**src/rtl/nib_pointer_pkg.sv**
```systemverilog
package nib_pointer_pkg;
    localparam int NIB_W    = 4;
    localparam int SLOT_N   = 6;
    localparam int SLOT_AW  = 3;
    localparam int SPI_W    = 24;
    localparam int HALF_W   = SPI_W / 2;
    localparam int ENV_W    = 8;
    localparam int XM_W     = 6;
    localparam int XM_HI_LSB = 8;
    localparam int BANK_LSB = 8;
    localparam int OP_N     = 10;
    localparam int LD_N     = 5;

    // strobe bit positions
    localparam int OP_PHASE     = 0;
    localparam int OP_ENV       = 1;
    localparam int OP_BANK      = 2;
    localparam int OP_XM_LO     = 3;
    localparam int OP_XM_HI     = 4;
    localparam int OP_FULL      = 5;
    localparam int OP_SPI_HI_LD = 6;
    localparam int OP_SPI_LO_LD = 7;
    localparam int OP_SPI_HI_RD = 8;
    localparam int OP_SPI_LO_RD = 9;

    // load pulse positions inside the transfer unit
    localparam int LD_PHASE = 0;
    localparam int LD_ENV   = 1;
    localparam int LD_XM_LO = 2;
    localparam int LD_XM_HI = 3;
    localparam int LD_FULL  = 4;
endpackage

```
**src/rtl/nib_pointer_decode.sv**
```systemverilog
module nib_pointer_decode
    import nib_pointer_pkg::*;
(
    input  logic [OP_N-1:0] ins_raw,
    output logic [OP_N-1:0] ins_sel
);
    logic single_hot;

    always_comb begin
        single_hot = ($countones(ins_raw) == 1);
        ins_sel    = single_hot ? ins_raw : '0;
    end
endmodule

```
**src/rtl/nib_pointer_store.sv**
```systemverilog
module nib_pointer_store
    import nib_pointer_pkg::*;
#(
    parameter int PTR_W = 21
) (
    input  logic               clk,
    input  logic               rst_n,
    input  logic               wr_en,
    input  logic [SLOT_AW-1:0] wr_slot,
    input  logic [NIB_W-1:0]   wr_nib,
    input  logic [SLOT_AW-1:0] rd_slot,
    output logic [NIB_W-1:0]   rd_nib,
    input  logic               low_en,
    input  logic [HALF_W-1:0]  low_val,
    input  logic               bank_en,
    input  logic [NIB_W-1:0]   bank_val,
    output logic [PTR_W-1:0]   ptr_o
);
    localparam int WIDE_W = NIB_W * SLOT_N;

    typedef struct packed {
        logic [PTR_W-1:0] ptr;
    } store_t;

    store_t             st_d;
    store_t             st_q;
    logic [WIDE_W-1:0]  wide;

    always_comb begin
        st_d = st_q;
        // register port: each implemented bit belongs to slot b/NIB_W
        for (int b = 0; b < PTR_W; b++) begin
            if (wr_en && (wr_slot == SLOT_AW'(b / NIB_W))) begin
                st_d.ptr[b] = wr_nib[b % NIB_W];
            end
        end
        // instruction writes come last so they win on overlap
        if (low_en) begin
            st_d.ptr[HALF_W-1:0] = low_val;
        end
        if (bank_en) begin
            st_d.ptr[BANK_LSB +: NIB_W] = bank_val;
        end

        wide = '0;
        wide[PTR_W-1:0] = st_q.ptr;
        rd_nib = '0;
        for (int k = 0; k < SLOT_N; k++) begin
            if (rd_slot == SLOT_AW'(k)) begin
                rd_nib = wide[k*NIB_W +: NIB_W];
            end
        end
    end

    always_ff @(posedge clk) begin
        if (!rst_n) begin
            st_q <= '0;
        end else begin
            st_q <= st_d;
        end
    end

    assign ptr_o = st_q.ptr;
endmodule

```
**src/rtl/nib_pointer_xfer.sv**
```systemverilog
module nib_pointer_xfer
    import nib_pointer_pkg::*;
#(
    parameter int PTR_W = 21
) (
    input  logic             clk,
    input  logic             rst_n,
    input  logic [LD_N-1:0]  ld_req,
    input  logic [PTR_W-1:0] ptr,
    output logic [HALF_W-1:0] phase_o,
    output logic [ENV_W-1:0] env_o,
    output logic [XM_W-1:0]  xm_lo_o,
    output logic [XM_W-1:0]  xm_hi_o,
    output logic [PTR_W-1:0] full_o,
    output logic [LD_N-1:0]  ld_o
);
    typedef struct packed {
        logic [HALF_W-1:0] phase;
        logic [ENV_W-1:0]  env;
        logic [XM_W-1:0]   xm_lo;
        logic [XM_W-1:0]   xm_hi;
        logic [PTR_W-1:0]  full;
        logic [LD_N-1:0]   ld;
    } xfer_t;

    xfer_t xf_d;
    xfer_t xf_q;

    always_comb begin
        xf_d    = xf_q;
        xf_d.ld = '0;
        if (ld_req[LD_PHASE]) begin
            xf_d.phase        = ptr[HALF_W-1:0];
            xf_d.ld[LD_PHASE] = 1'b1;
        end
        if (ld_req[LD_ENV]) begin
            xf_d.env        = ptr[ENV_W-1:0];
            xf_d.ld[LD_ENV] = 1'b1;
        end
        if (ld_req[LD_XM_LO]) begin
            xf_d.xm_lo        = ptr[XM_W-1:0];
            xf_d.ld[LD_XM_LO] = 1'b1;
        end
        if (ld_req[LD_XM_HI]) begin
            xf_d.xm_hi        = ptr[XM_HI_LSB +: XM_W];
            xf_d.ld[LD_XM_HI] = 1'b1;
        end
        if (ld_req[LD_FULL]) begin
            xf_d.full        = ptr;
            xf_d.ld[LD_FULL] = 1'b1;
        end
    end

    always_ff @(posedge clk) begin
        if (!rst_n) begin
            xf_q <= '0;
        end else begin
            xf_q <= xf_d;
        end
    end

    assign phase_o = xf_q.phase;
    assign env_o   = xf_q.env;
    assign xm_lo_o = xf_q.xm_lo;
    assign xm_hi_o = xf_q.xm_hi;
    assign full_o  = xf_q.full;
    assign ld_o    = xf_q.ld;
endmodule

```
**src/rtl/nib_pointer_spi.sv**
```systemverilog
module nib_pointer_spi
    import nib_pointer_pkg::*;
(
    input  logic              clk,
    input  logic              rst_n,
    input  logic              hi_ld,
    input  logic              lo_ld,
    input  logic [HALF_W-1:0] src,
    output logic [SPI_W-1:0]  addr_o
);
    typedef struct packed {
        logic [HALF_W-1:0] hi;
        logic [HALF_W-1:0] lo;
    } spi_t;

    spi_t sp_d;
    spi_t sp_q;

    always_comb begin
        sp_d = sp_q;
        if (hi_ld) begin
            sp_d.hi = src;
        end
        if (lo_ld) begin
            sp_d.lo = src;
        end
    end

    always_ff @(posedge clk) begin
        if (!rst_n) begin
            sp_q <= '0;
        end else begin
            sp_q <= sp_d;
        end
    end

    assign addr_o = {sp_q.hi, sp_q.lo};
endmodule

```
**src/rtl/nib_pointer.sv**
```systemverilog
module nib_pointer
    import nib_pointer_pkg::*;
#(
    parameter int PTR_W = 21
) (
    input  logic               clk,
    input  logic               rst_n,
    input  logic               reg_wr,
    input  logic [SLOT_AW-1:0] reg_addr,
    input  logic [NIB_W-1:0]   reg_wdata,
    output logic [NIB_W-1:0]   reg_rdata,
    input  logic [OP_N-1:0]    ins_strobe,
    input  logic [NIB_W-1:0]   bank_nib,
    output logic [HALF_W-1:0]  phase_out,
    output logic               phase_ld,
    output logic [ENV_W-1:0]   env_out,
    output logic               env_ld,
    output logic [XM_W-1:0]    xm_lo_out,
    output logic               xm_lo_ld,
    output logic [XM_W-1:0]    xm_hi_out,
    output logic               xm_hi_ld,
    output logic [PTR_W-1:0]   full_out,
    output logic               full_ld,
    output logic [SPI_W-1:0]   spi_addr
);
    logic [OP_N-1:0]   sel;
    logic [PTR_W-1:0]  ptr_now;
    logic [LD_N-1:0]   ld_req;
    logic [LD_N-1:0]   ld_pulse;
    logic              readback_en;
    logic [HALF_W-1:0] readback_val;

    nib_pointer_decode u_decode (
        .ins_raw (ins_strobe),
        .ins_sel (sel)
    );

    always_comb begin
        readback_en  = sel[OP_SPI_HI_RD] | sel[OP_SPI_LO_RD];
        readback_val = sel[OP_SPI_HI_RD] ? spi_addr[SPI_W-1:HALF_W]
                                         : spi_addr[HALF_W-1:0];
        ld_req           = '0;
        ld_req[LD_PHASE] = sel[OP_PHASE];
        ld_req[LD_ENV]   = sel[OP_ENV];
        ld_req[LD_XM_LO] = sel[OP_XM_LO];
        ld_req[LD_XM_HI] = sel[OP_XM_HI];
        ld_req[LD_FULL]  = sel[OP_FULL];
    end

    nib_pointer_store #(.PTR_W(PTR_W)) u_store (
        .clk      (clk),
        .rst_n    (rst_n),
        .wr_en    (reg_wr),
        .wr_slot  (reg_addr),
        .wr_nib   (reg_wdata),
        .rd_slot  (reg_addr),
        .rd_nib   (reg_rdata),
        .low_en   (readback_en),
        .low_val  (readback_val),
        .bank_en  (sel[OP_BANK]),
        .bank_val (bank_nib),
        .ptr_o    (ptr_now)
    );

    nib_pointer_xfer #(.PTR_W(PTR_W)) u_xfer (
        .clk     (clk),
        .rst_n   (rst_n),
        .ld_req  (ld_req),
        .ptr     (ptr_now),
        .phase_o (phase_out),
        .env_o   (env_out),
        .xm_lo_o (xm_lo_out),
        .xm_hi_o (xm_hi_out),
        .full_o  (full_out),
        .ld_o    (ld_pulse)
    );

    nib_pointer_spi u_spi (
        .clk    (clk),
        .rst_n  (rst_n),
        .hi_ld  (sel[OP_SPI_HI_LD]),
        .lo_ld  (sel[OP_SPI_LO_LD]),
        .src    (ptr_now[HALF_W-1:0]),
        .addr_o (spi_addr)
    );

    assign phase_ld = ld_pulse[LD_PHASE];
    assign env_ld   = ld_pulse[LD_ENV];
    assign xm_lo_ld = ld_pulse[LD_XM_LO];
    assign xm_hi_ld = ld_pulse[LD_XM_HI];
    assign full_ld  = ld_pulse[LD_FULL];
endmodule

```
**config.mk**
```make
export PLATFORM = sky130hd
export DESIGN_NAME = nib_pointer
export DESIGN_NICKNAME = d
export VERILOG_FILES = /design/src/rtl/nib_pointer_pkg.sv /design/src/rtl/nib_pointer_decode.sv /design/src/rtl/nib_pointer_store.sv /design/src/rtl/nib_pointer_xfer.sv /design/src/rtl/nib_pointer_spi.sv /design/src/rtl/nib_pointer.sv
export SDC_FILE = /design/constraint.sdc
export NUM_CORES = 1
export LEC_CHECK = 0
export BUFFER_PORTS_ARGS = -buffer_cell sky130_fd_sc_hd__buf_2
export CORE_ASPECT_RATIO = 0.6
export CORE_MARGIN = 8
export CORE_UTILIZATION = 58
export DETAILED_ROUTE_END_ITERATION = 8
export HOLD_SLACK_MARGIN = 0.1
export PLACE_DENSITY = 0.85
export SETUP_SLACK_MARGIN = 0.02
export SYNTH_ARGS = -nofsm -noshare
export SYNTH_HDL_FRONTEND = slang
export SYNTH_SLANG_ARGS = --single-unit
export TNS_END_PERCENT = 1
```
**constraint.sdc**
```tcl
create_clock -name clk -period 6.05 [get_ports clk]
set_input_delay 0.9075 -clock clk [delete_from_list [all_inputs] [get_ports clk]]
set_output_delay 0.9075 -clock clk [all_outputs]
set_load 0.01 [all_outputs]
```
==> key figures <==
Run status
  • Status: finished clean

Power and ir drop
  • Sequential power share: 0.458
  • Power share of the combinational group: 0.232
  • Maximum VDD drop: 0.208 mV
  • Sw Share: 0.353
  • Power Internal: 1.21 mW
  • Cell Pwr Density: 347 nW/um^2
  • Total Power: 1.88 mW
  • Cell leakage power: 2.27 nW
  • Clock network fraction of design power: 0.310
  • P_sw: 0.661 mW

Final layout
  • Nets: 665
  • Share of layout cells above drive strength 1: 0.213
  • # diodes: 0
  • Design Area, Final: 5400 um^2
  • Synth-to-Final Area Change: 16.1%
  • # fillers: 648
  • Non-filler cells, final: 741
  • Final Core Density: 0.690

Detailed routing
  • Routed Antenna Nets: 0
  • Residual DRC: 0
  • Via/cell ratio: 5.62
  • 1st-pass router iterations: 5
  • Wire per inst: 18.2 um
  • Vias: 4165
  • Met1 wire length: 5.95 mm
  • Met3 WL: 1.40 mm
  • WL met2: 5.92 mm
  • Initial DRC count: 445
  • Post-Route WL: 13.5 mm
  • Top layer in use: met4

Logic synthesis
  • Gate Count Post-Synth: 548
  • Post-synthesis average cell area: 8.49 um^2
  • Mapped Area: 4650 um^2
  • Top cells by area, synth: dfxtp_1 (44%), nand2_1 (14%), a21boi_1 (8.4%)
  • Syn_nets: 585
  • Yosys reg bits: 103
  • Synth Flop Type: dfxtp_1
  • Top cell type's share of synthesized area: 0.443
  • EDFF count, synth: 0
  • Synth cell count leaders: nand2_1 (171), dfxtp_1 (103), a21boi_1 (52), o21ai_0 (29), clkbuf_1 (27)
  • Async SR Flop Fraction: 0
  • Sequential fraction of the synthesis area: 0.443
  • Yosys warnings: 0
  • Count leader, synth: nand2_1
  • Library cells used by synthesis: 34
  • Leading area contributor after synthesis: dfxtp_1

Timing
  • Relative slew slack: 0.452
  • Setup Viol. Count Final: 0
  • Min cycle time layout: 4.87 ns
  • RSZ-0062 raised after global routing: no
  • Hold Fails Final Rpt: 0
  • Peak Freq: 205 MHz
  • Tcrit/Tclk final: 0.805
  • Setup TNS: 0 ns
  • Max-slew violations: 0
  • Worst setup margin: 1.18 ns
  • Actual slew at the worst max-slew pin: 0.822 ns
  • Hold slack: 0.450 ns
  • Skew final: 0.00630 ns

Placement
  • DP Worst Slack: 0.883 ns
  • RD Place Congestion: 0.890
  • Placed cell area: 5100 um^2
  • # port buffers: 109
  • Dpl hpwl: 9.57 mm
  • Placed Cells: 725

Setup path
  • Register-to-Register Path Depth: 2
  • Startpoint types: input pin
  • RR Endpoint: u_store.ptr_o[3]$_SDFFE_PN0P_
  • CP Class: in -> reg
  • Crit-path max cell delay: 0.50 ns
  • Required @ worst endpoint: 6.27 ns
  • Crit path from: ins_strobe[8]
  • Slack of the worst reg-to-reg path: 5.00 ns
  • Worst path cell trace: buf_2 -> ha_1 -> inv_1 -> fa_1 -> fa_1 -> inv_1 -> fa_1 -> inv_1 -> fa_1 -> a211o_1 -> a211oi_2 -> buf_4 -> nand2_1 -> nand2_1 -> a21boi_0
  • Crit path capture type: flop
  • Worst Path Arrival: 5.09 ns
  • Critical path's slowest cell: a211oi_2
  • Crit. path cell count: 15
  • FF-to-FF Start: u_store.ptr_o[3]$_SDFFE_PN0P_
  • Crit Path Max Fanout: 28
  • Worst Path Buf+Inv: 5
  • Delay-heaviest family, CP: adder cells
  • Crit path to: u_spi.addr_o[0]$_SDFFE_PN0P_
  • CP most frequent cell: fa_1

Clock network
  • Postcts setup bufs: 0
  • Post-CTS sizing: 0
  • Worst skew pair latency: 0.35 ns
  • Clock Pin Slew Worst Setup and Hold Paths: 0.07 ns
  • CTS tree: done
  • Cts bufs inserted: 9
  • H-tree depth: 3
  • Hold buffer count at cts: 0
  • Max clock buf depth: 2
  • # clock sinks: 103
  • CTS root buf: clkbuf_16

Floorplan
  • Die Wd: 132 um
  • Die Ht: 85.4 um
  • # rows: 25
  • Ports: 110
  • Die area: 11200 um^2
  • Initial Utilization: 0.595
  • Core area: 7820 um^2

Hold path
  • Hold Path Class: reg -> reg

Global routing
  • Gr ovfl total: 0
  • First-pass GRT wire length: 21.1 mm
  • Total GRT Usage: 0.237
  • Vias in the first global route: 4047
  • Initial antenna violation count: 0
  • Pin count of the biggest net entering global routing: 104

Flow run
  • Max-cap violations: 0
power groups by stage:
| stage | Combinational [mW] | Clock [mW] | Sequential, mW |
|---|---|---|---|
| floorplan | 0.367 | 0 | 0.803 |
| global placement | 0.404 | 0 | 0.865 |
| detailed placement | 0.426 | 0 | 0.868 |
| CTS | 0.429 | 0.585 | 0.852 |
| global route | 0.477 | 0.619 | 0.862 |
| finish | 0.435 | 0.580 | 0.859 |
kinds of logic after synthesis:
group | count (synthesis) | synth area share
compound gates | 133 | 0.194
fa+ha+maj | 13 | 0.0447
buf+inv | 55 | 0.0630
flops | 103 | 0.443
mux | 25 | 0.0538
simple gates | 219 | 0.201
how the worst min path moves through the flow:
stage	start	endpoint	cells after the start
global route	u_xfer.phase_o[9]$_SDFFE_PN0P_	u_xfer.phase_o[9]$_SDFFE_PN0P_	2
detailed placement	u_xfer.full_o[17]$_SDFFE_PN0P_	u_xfer.full_o[17]$_SDFFE_PN0P_	2
finish	u_xfer.full_o[17]$_SDFFE_PN0P_	u_xfer.full_o[17]$_SDFFE_PN0P_	2
global placement	u_xfer.phase_o[9]$_SDFFE_PN0P_	u_xfer.phase_o[9]$_SDFFE_PN0P_	2
floorplan	u_store.ptr_o[17]$_SDFFE_PN0P_	u_xfer.full_o[17]$_SDFFE_PN0P_	2
CTS	u_xfer.full_o[17]$_SDFFE_PN0P_	u_xfer.full_o[17]$_SDFFE_PN0P_	2
final cells by class:
| cell class | instances | area (um^2) | share of cell area |
|---|---|---|---|
| multi-input combinational | 390 | 2300 | 0.425 |
| sequential | 103 | 2060 | 0.382 |
| timing repair buffer | 111 | 561 | 0.104 |
| clock buffer | 9 | 225 | 0.0417 |
| tap | 108 | 135 | 0.0250 |
| clock inverter | 7 | 71.3 | 0.0132 |
| inverter | 13 | 48.8 | 0.00904 |
cells in the final DEF (no fill, tap or decap), drive strengths merged, types with 6 or more instances in the layout:
| cell type | instances |
|---|---|
| and3 | 6 |
| ha | 7 |
| mux2i | 25 |
| nand2 | 172 |
| buf | 111 |
| o21ai | 30 |
| clkbuf | 9 |
| nor2b | 25 |
| fa | 6 |
| and2 | 7 |
| dfxtp | 103 |
| a22oi | 6 |
| a21boi | 66 |
| inv | 14 |
| a21oi | 14 |
worst reg2reg max path: stages, from the launching register on:
cell and delay, ns:
dfxtp_1 0.65, o21ai_0 0.17, a31oi_1 0.17
flip-flops by register name (all words and copies together) (netlist names):
signal          flops
u_spi.addr_o       24
u_store.ptr_o      21
u_xfer.full_o      21
u_xfer.phase_o     12
u_xfer.env_o        8
u_xfer.xm_hi_o      6
u_xfer.xm_lo_o      6
u_xfer.ld_o         5
routing by layer:
metal,up-vias,GRT usage
li1,1973,-
met1,1933,0.313
met2,230,0.356
met3,29,0.0767
met4,0,0.0829
met5,-,0
Note: power is estimated with default switching activity, not from simulation.
